$ cat src/rtl/dpba_pkg.sv
package dpba_pkg;

  localparam int NPORTS = 2;
  localparam int LEFT   = 0;
  localparam int RIGHT  = 1;

  typedef enum logic [1:0] {
    WIN_NONE  = 2'b00,
    WIN_LEFT  = 2'b01,
    WIN_RIGHT = 2'b10
  } win_t;

endpackage

$ cat src/rtl/dpba_req_track.sv
module dpba_req_track #(
  parameter int ADDR_W = 15
) (
  input  logic              clk,
  input  logic              rst_n,
  input  logic              en,
  input  logic [ADDR_W-1:0] addr,
  output logic              settled
);

  logic              prev_en_q, prev_en_d;
  logic [ADDR_W-1:0] prev_addr_q, prev_addr_d;

  // The previous request is captured every cycle; the clock enable is always on.
  always_comb begin
    prev_en_d   = en;
    prev_addr_d = addr;
  end

  always_ff @(posedge clk or negedge rst_n) begin
    if (!rst_n) begin
      prev_en_q   <= 1'b0;
      prev_addr_q <= '0;
    end else begin
      prev_en_q   <= prev_en_d;
      prev_addr_q <= prev_addr_d;
    end
  end

  // A request counts as settled when it did not change since the last edge.
  always_comb begin
    settled = (en == prev_en_q) && (addr == prev_addr_q);
  end

endmodule

$ cat src/rtl/dpba_match.sv
module dpba_match #(
  parameter int ADDR_W = 15
) (
  input  logic              l_en,
  input  logic [ADDR_W-1:0] l_addr,
  input  logic              r_en,
  input  logic [ADDR_W-1:0] r_addr,
  output logic              match
);

  logic both_on;
  logic same_word;

  always_comb begin
    both_on   = l_en & r_en;
    same_word = (l_addr == r_addr);
    match     = both_on & same_word;
  end

endmodule

$ cat src/rtl/dpba_arb_fsm.sv
module dpba_arb_fsm
  import dpba_pkg::*;
(
  input  logic              clk,
  input  logic              rst_n,
  input  logic              master_sel,
  input  logic              match,
  input  logic [NPORTS-1:0] settled,
  output win_t              win
);

  win_t win_q, win_d;
  win_t fresh_pick;

  // Ownership of a new match goes to the settled port; ties go left.
  always_comb begin
    if (settled[RIGHT] && !settled[LEFT]) fresh_pick = WIN_RIGHT;
    else                                  fresh_pick = WIN_LEFT;
  end

  always_comb begin
    win_d = win_q;
    if (!master_sel || !match) begin
      win_d = WIN_NONE;
    end else if (win_q == WIN_NONE) begin
      win_d = fresh_pick;
    end
  end

  always_ff @(posedge clk or negedge rst_n) begin
    if (!rst_n) win_q <= WIN_NONE;
    else        win_q <= win_d;
  end

  assign win = win_q;

  // the owner is kept while the match persists in master mode
  assert_winner_held_R7: assert property (@(posedge clk) disable iff (!rst_n)
    (win_q != WIN_NONE && match && master_sel) |=> (win_q == $past(win_q)));

  // a mismatch or dropped enable releases ownership on the next edge
  assert_release_R8: assert property (@(posedge clk) disable iff (!rst_n)
    (!match) |=> (win_q == WIN_NONE));

  // slave mode keeps the arbiter idle
  assert_slave_idle_R9: assert property (@(posedge clk) disable iff (!rst_n)
    (!master_sel) |=> (win_q == WIN_NONE));

  // simultaneous or already-settled arrivals go to the left port
  assert_tie_left_R4: assert property (@(posedge clk) disable iff (!rst_n)
    (win_q == WIN_NONE && match && master_sel && (settled[LEFT] == settled[RIGHT]))
    |=> (win_q == WIN_LEFT));

  // the port settled before the other wins a new match
  assert_first_wins_R2: assert property (@(posedge clk) disable iff (!rst_n)
    (win_q == WIN_NONE && match && master_sel && settled[RIGHT] && !settled[LEFT])
    |=> (win_q == WIN_RIGHT));

endmodule

$ cat src/rtl/dpba_wr_gate.sv
module dpba_wr_gate (
  input  logic master_sel,
  input  logic arb_lose,
  input  logic busy_in_n,
  input  logic wr_req,
  output logic wr_out
);

  logic inhibit;

  always_comb begin
    if (master_sel) inhibit = arb_lose;
    else            inhibit = ~busy_in_n;
    wr_out = wr_req & ~inhibit;
  end

endmodule

$ cat src/rtl/dp_busy_arbiter.sv
module dp_busy_arbiter
  import dpba_pkg::*;
#(
  parameter int ADDR_W = 15
) (
  input  logic              clk,
  input  logic              rst_n,
  input  logic              master_sel,
  input  logic              l_en,
  input  logic [ADDR_W-1:0] l_addr,
  input  logic              l_wr,
  input  logic              r_en,
  input  logic [ADDR_W-1:0] r_addr,
  input  logic              r_wr,
  input  logic              l_busy_in_n,
  input  logic              r_busy_in_n,
  output logic              l_busy_n,
  output logic              r_busy_n,
  output logic              l_wr_gated,
  output logic              r_wr_gated
);

  logic [NPORTS-1:0] p_en;
  logic [ADDR_W-1:0] p_addr [NPORTS];
  logic [NPORTS-1:0] p_wr;
  logic [NPORTS-1:0] p_busy_in_n;
  logic [NPORTS-1:0] p_settled;
  logic [NPORTS-1:0] p_lose;
  logic [NPORTS-1:0] p_wr_out;
  logic              match;
  win_t              win;

  always_comb begin
    p_en[LEFT]          = l_en;
    p_en[RIGHT]         = r_en;
    p_addr[LEFT]        = l_addr;
    p_addr[RIGHT]       = r_addr;
    p_wr[LEFT]          = l_wr;
    p_wr[RIGHT]         = r_wr;
    p_busy_in_n[LEFT]   = l_busy_in_n;
    p_busy_in_n[RIGHT]  = r_busy_in_n;
  end

  dpba_match #(.ADDR_W(ADDR_W)) u_match (
    .l_en   (l_en),
    .l_addr (l_addr),
    .r_en   (r_en),
    .r_addr (r_addr),
    .match  (match)
  );

  dpba_arb_fsm u_fsm (
    .clk        (clk),
    .rst_n      (rst_n),
    .master_sel (master_sel),
    .match      (match),
    .settled    (p_settled),
    .win        (win)
  );

  always_comb begin
    p_lose[LEFT]  = master_sel & (win == WIN_RIGHT);
    p_lose[RIGHT] = master_sel & (win == WIN_LEFT);
  end

  for (genvar p = 0; p < NPORTS; p++) begin : g_port
    dpba_req_track #(.ADDR_W(ADDR_W)) u_track (
      .clk     (clk),
      .rst_n   (rst_n),
      .en      (p_en[p]),
      .addr    (p_addr[p]),
      .settled (p_settled[p])
    );

    dpba_wr_gate u_gate (
      .master_sel (master_sel),
      .arb_lose   (p_lose[p]),
      .busy_in_n  (p_busy_in_n[p]),
      .wr_req     (p_wr[p]),
      .wr_out     (p_wr_out[p])
    );
  end

  assign l_busy_n   = ~p_lose[LEFT];
  assign r_busy_n   = ~p_lose[RIGHT];
  assign l_wr_gated = p_wr_out[LEFT];
  assign r_wr_gated = p_wr_out[RIGHT];

  // never both busy
  assert_busy_exclusive_R3: assert property (@(posedge clk) disable iff (!rst_n)
    !(!l_busy_n && !r_busy_n));

  // a busy port never passes a write to the array
  assert_left_gate_R6: assert property (@(posedge clk) disable iff (!rst_n)
    (!l_busy_n) |-> (!l_wr_gated));
  assert_right_gate_R6: assert property (@(posedge clk) disable iff (!rst_n)
    (!r_busy_n) |-> (!r_wr_gated));

  // no match seen at an edge leaves both flags high afterwards
  assert_idle_high_R1: assert property (@(posedge clk) disable iff (!rst_n)
    (!(l_en && r_en && l_addr == r_addr)) |=> (l_busy_n && r_busy_n));

  // slave mode drives no busy flag
  assert_slave_flags_R9: assert property (@(posedge clk) disable iff (!rst_n)
    (!master_sel) |-> (l_busy_n && r_busy_n));

endmodule

$ cat config.mk
export PLATFORM = sky130hd
export DESIGN_NAME = dp_busy_arbiter
export DESIGN_NICKNAME = d
export VERILOG_FILES = /design/src/rtl/dpba_pkg.sv /design/src/rtl/dpba_req_track.sv /design/src/rtl/dpba_match.sv /design/src/rtl/dpba_arb_fsm.sv /design/src/rtl/dpba_wr_gate.sv /design/src/rtl/dp_busy_arbiter.sv
export SDC_FILE = /design/constraint.sdc
export NUM_CORES = 1
export LEC_CHECK = 0
export CAP_MARGIN = 30
export CORE_MARGIN = 3
export CORE_UTILIZATION = 50
export DETAILED_ROUTE_END_ITERATION = 6
export PLACE_DENSITY = 0.89
export SYNTH_ARGS = -nofsm -noshare
export SYNTH_HDL_FRONTEND = slang
export SYNTH_HIERARCHICAL = 1
export SYNTH_SLANG_ARGS = --single-unit
$ cat constraint.sdc
create_clock -name clk -period 1.95 [get_ports clk]
set_input_delay 0.585 -clock clk [delete_from_list [all_inputs] [get_ports clk]]
set_output_delay 0.585 -clock clk [all_outputs]
set_load 0.05 [all_outputs]
# After elaboration in Yosys (flattened, before gate mapping)

Index checks and enable logic that the tools add are counted.

Bitwise logic cells: 12
Reductions and logical operators: 9
Equality and inequality tests: 7
Mux-type cells: 5

Operators by type and width:

| cell                                                                   | count |
|---|---|
| 15-bit equality test                                                   | 3 |
| 1-bit bitwise AND                                                      | 6 |
| 2-bit 2-to-1 mux                                                       | 3 |
| 1-bit inverter                                                         | 6 |
| 1-bit logical AND                                                      | 3 |
| 1-bit logical NOT                                                      | 3 |
| 1-bit equality test                                                    | 2 |
| 2-bit by 1-bit equality test with 1-bit output (second input constant) | 1 |
| 2-bit equality test (second input constant)                            | 1 |
| 2-bit logical NOT                                                      | 1 |
| 1-bit 2-to-1 mux                                                       | 2 |
| 2-bit nonzero test                                                     | 1 |
| 1-bit logical OR                                                       | 1 |

Input port bits: 39
Output and inout bits: 4
Flip-flop bits (word level): 34
Word-level logic and storage cells: 38

# Longest topological paths before layout

Word-level depth: 7
Mapped depth: 6
Gate-level depth less buffers: 6

# By module

Netlist, hierarchy kept.

By module, submodules not included:

| module          | times used | seq. area each (um^2) | area an instance (um^2) | cells each |
|---|---|---|---|---|
| dpba_req_track  | 2          | 400.4                 | 578.1                   | 37 |
| dpba_match      | 1          | 0.0                   | 173.9                   | 21 |
| dpba_arb_fsm    | 1          | 50.0                  | 86.3                    | 7 |
| dp_busy_arbiter | 1          | 0.0                   | 32.5                    | 4 |
| dpba_wr_gate    | 2          | 0.0                   | 13.8                    | 2 |

# Worst setup path after synthesis

OpenSTA, ideal clock, no wires.

Path type: input to output
Start: input port master_sel
End: output port l_wr_gated
Data required time: 1.365 ns
Arrival: 1.193 ns
Path buffers: 0
Path slack: 0.172 ns
Stages on the path: 3
Cells stage by stage: and3b_1 -> nand2_1 -> o211a_1

Longest elaborated chain between the ends: 4

Ends and longest elaborated chain:

| item                  | RTL line              | source |
|---|---|---|
| start, declared       | dp_busy_arbiter.sv:8  | `input logic master_sel,` |
| 1-bit bitwise AND     | dp_busy_arbiter.sv:62 | `p_lose[LEFT] = master_sel & (win == WIN_RIGHT);` |
| 1-bit 2-to-1 mux (*)  | dpba_wr_gate.sv:12    | `if (master_sel) inhibit = arb_lose;` |
| 1-bit inverter (*)    | dpba_wr_gate.sv:14    | `wr_out = wr_req & ~inhibit;` |
| 1-bit bitwise AND (*) | dpba_wr_gate.sv:14    |  |
| end, declared         | dp_busy_arbiter.sv:19 | `output logic l_wr_gated,` |

Mark *: on every way between the ends. The rest lies on a longest branch, timed or not.

# Final worst setup path

Start: input port r_wr
End: output port r_wr_gated

Longest elaborated chain between the ends: 1

Ends and longest elaborated chain:

| item              | RTL line              | source |
|---|---|---|
| start, declared   | dp_busy_arbiter.sv:14 | `input logic r_wr,` |
| 1-bit bitwise AND | dpba_wr_gate.sv:14    |  |
| end, declared     | dp_busy_arbiter.sv:20 | `output logic r_wr_gated` |

Every way passes these cells.

==> flow_summary.json <==
{
  "rows": 19,
  "cellLeakagePower_nw": 1.028,
  "grt_usage_pct": 23.52,
  "hpwlAfterDp_mm": 2.869,
  "r2r_start": "g_port[0].u_track/prev_addr_q[1]",
  "wl_per_cell_um": 16.62,
  "die-area_sq_um": 3641,
  "crit_type": "in -> out",
  "rsz0062_at_grt": "true",
  "synth_nets": 149,
  "wl_mm": 3.722,
  "final_util_pct": 82.86,
  "insertion_delay_ns": 0.34,
  "maxCapViolations": 0,
  "ios": 43,
  "die_h_um": 60.34,
  "tritoncts": "yes",
  "die_w_um": 60.34,
  "drc": 0,
  "cts_max_level": 2,
  "synth_area_leaders": "dfrtp_1 58%, xnor2_1 26%, nand4_1 4.7%",
  "synthCells": 110,
  "ys_ff_latch": 34,
  "fillers": 151,
  "synth_top_area_cell": "dfrtp_1",
  "port_buffers": 42,
  "start_util_pct": 53.08,
  "ff_latch_area_sq_um": 850.8,
  "yosysTopAreaCellShare_pct": 57.63,
  "crit_arrival_ns": 1.36,
  "via_count": 1154,
  "p_per_area_nw_per_um2": 616.2,
  "cts-root-buf": "clkbuf_4",
  "hold_class": "in -> reg",
  "fmax_ghz": 0.5152,
  "gr-total-overflow": 0,
  "crit_path_start": "r_wr",
  "antenna_cells": 0,
  "yosysWarnings": 6,
  "syn_area_per_cell_sq_um": 13.42,
  "grt_pass1_wl_mm": 5.934,
  "multi_input_area_sq_um": 639.4,
  "grt_pass1_vias": 1312,
  "ys_types": 13,
  "clock_path_buffers": 2,
  "start_kind": "primary input",
  "setup_slack_ns": 0.008933,
  "endpoint_kind": "output port",
  "reg2reg_slack_ns": 0.40,
  "place_area_sq_um": 2208,
  "holdBufCountCts": 0,
  "firstDrtPassIters": 4,
  "via_per_inst": 5.152,
  "finalCritPeriodShare_pct": 99.54,
  "synth_area_sq_um": 1476,
  "grt_max_degree": 35,
  "cp.required_ns": 1.36,
  "critPathMaxFanout": 1,
  "yosysSeqAreaShare_pct": 57.63,
  "setup-tns-final_ns": 0,
  "hp-start": "l_addr[8]",
  "irDropWorstVdd_mv": 0.5765,
  "nets": 232,
  "skew_ns": 0.009639,
  "status": "completed",
  "ant_nets": 0,
  "finalPower_mw": 1.420,
  "fin_area_sq_um": 2305,
  "core_sq_um": 2781,
  "place_congestion": 0.7935,
  "preCtsSetupSlack_ns": -0.3794,
  "antenna_found_initial": 0,
  "drive_gt1_share_pct": 25.39,
  "slew_headroom_pct": 71.55,
  "finalSetupViolations": 0,
  "path_clk_slew_ns": 0.09,
  "worst_pin_slew_ns": 0.4267,
  "cts_buffers": 5,
  "cts.sink_count": 34,
  "drtIter0Drc": 22,
  "hold_viol": 0,
  "maxSlewViolCount": 0,
  "post-route-min-period_ns": 1.941,
  "syn_to_final_growth_pct": 56.10
}
## cells in the mapped netlist
cell type,n
a21oi_1,1
xor2_1,3
dfrtp_1,34
xnor2_1,44
or4_1,1
and3b_1,2
o211a_1,4
nand3b_1,2
nand4_1,11
nand2_1,3
inv_1,1
nor4_2,3
nor3b_1,1
## routing by layer
layer / GRT usage (%) / part of all wire, %
met1: 25.41 / 37
met2: 40.43 / 55
met3: 5.957 / 4.6
met4: 15.82 / 3.9
met5: 0 / 0
## worst paths after layout
check,cells past startpoint,to
worst max-delay path,3,r_wr_gated
worst min-delay path,2,g_port[0].u_track/prev_addr_q[8]
worst max register to register,6,u_fsm/win[0]
worst min register to register,2,u_fsm/win[0]
max in group asynchronous,2,g_port[1].u_track/prev_en_q
min in group asynchronous,2,g_port[1].u_track/prev_addr_q[7]
## layout by cell type, fill, tap and decap left out
cell type,synthesis,routed
nor4_4,0,1
xor2_1,3,3
and3b_1,2,2
inv_1,1,1
xnor2_1,44,44
dlygate4sd2_1,0,2
dlymetal6s2s_1,0,5
or4_4,0,1
clkbuf_1,0,2
dfrtp_1,34,34
nor3b_2,0,1
buf_4,0,34
clkdlybuf4s15_2,0,1
nand3b_1,2,2
a21oi_1,1,1
clkdlybuf4s50_1,0,30
nand4_1,11,11
nor4_2,3,2
buf_12,0,4
o211a_1,4,4
clkbuf_4,0,5
nand2_1,3,3
## kinds of logic (layout without fill, tap and decap cells)
kind of cell	Yosys count	in the layout	synth area share [%]
buf+inv	1	84	0.2540
simple gates	23	23	11.19
compound gates	5	5	3.051
xor+xnor	47	47	27.88
flops	34	34	57.63
## flip-flops by register name, indices dropped and copies added, names as in the netlist
signal                      flops
g_port.u_track/prev_addr_q     30
g_port.u_track/prev_en_q        2
u_fsm/win                       2
## critical path, stage by stage
cell             delay (ns)
clkdlybuf4s50_1        0.45
o211a_1                0.18
buf_12                 0.14
## cell type report
class | instances | share of cell area (%)
sequential | 34 | 36.92
timing repair buffer | 76 | 31.54
multi-input combinational | 75 | 27.74
clock buffer | 7 | 1.954
tap | 31 | 1.683
inverter | 1 | 0.1629
## per-stage QoR
step / hold WS, ns / cells
after floorplan: 0.2894 / 110
after global placement: 0.5940 / 214
after detailed placement: 0.5898 / 214
after CTS: 0.6138 / 221
after global routing: 0.5389 / 224
final: 0.5297 / 224
## where the power goes
| group | switching, mW | leakage (nW) | internal [mW] |
|---|---|---|---|
| Sequential | 0.0171 | 0.401 | 0.738 |
| Combinational | 0.125 | 0.602 | 0.181 |
| Clock | 0.223 | 0.0254 | 0.136 |
## timing repair
action,in CTS,in global routing
pin swaps,3,8
buffers inserted,0,3
gates cloned,0,0
gates resized for setup,5,8
endpoints found under the setup margin,6,4
(Power assumes the default switching activity.)
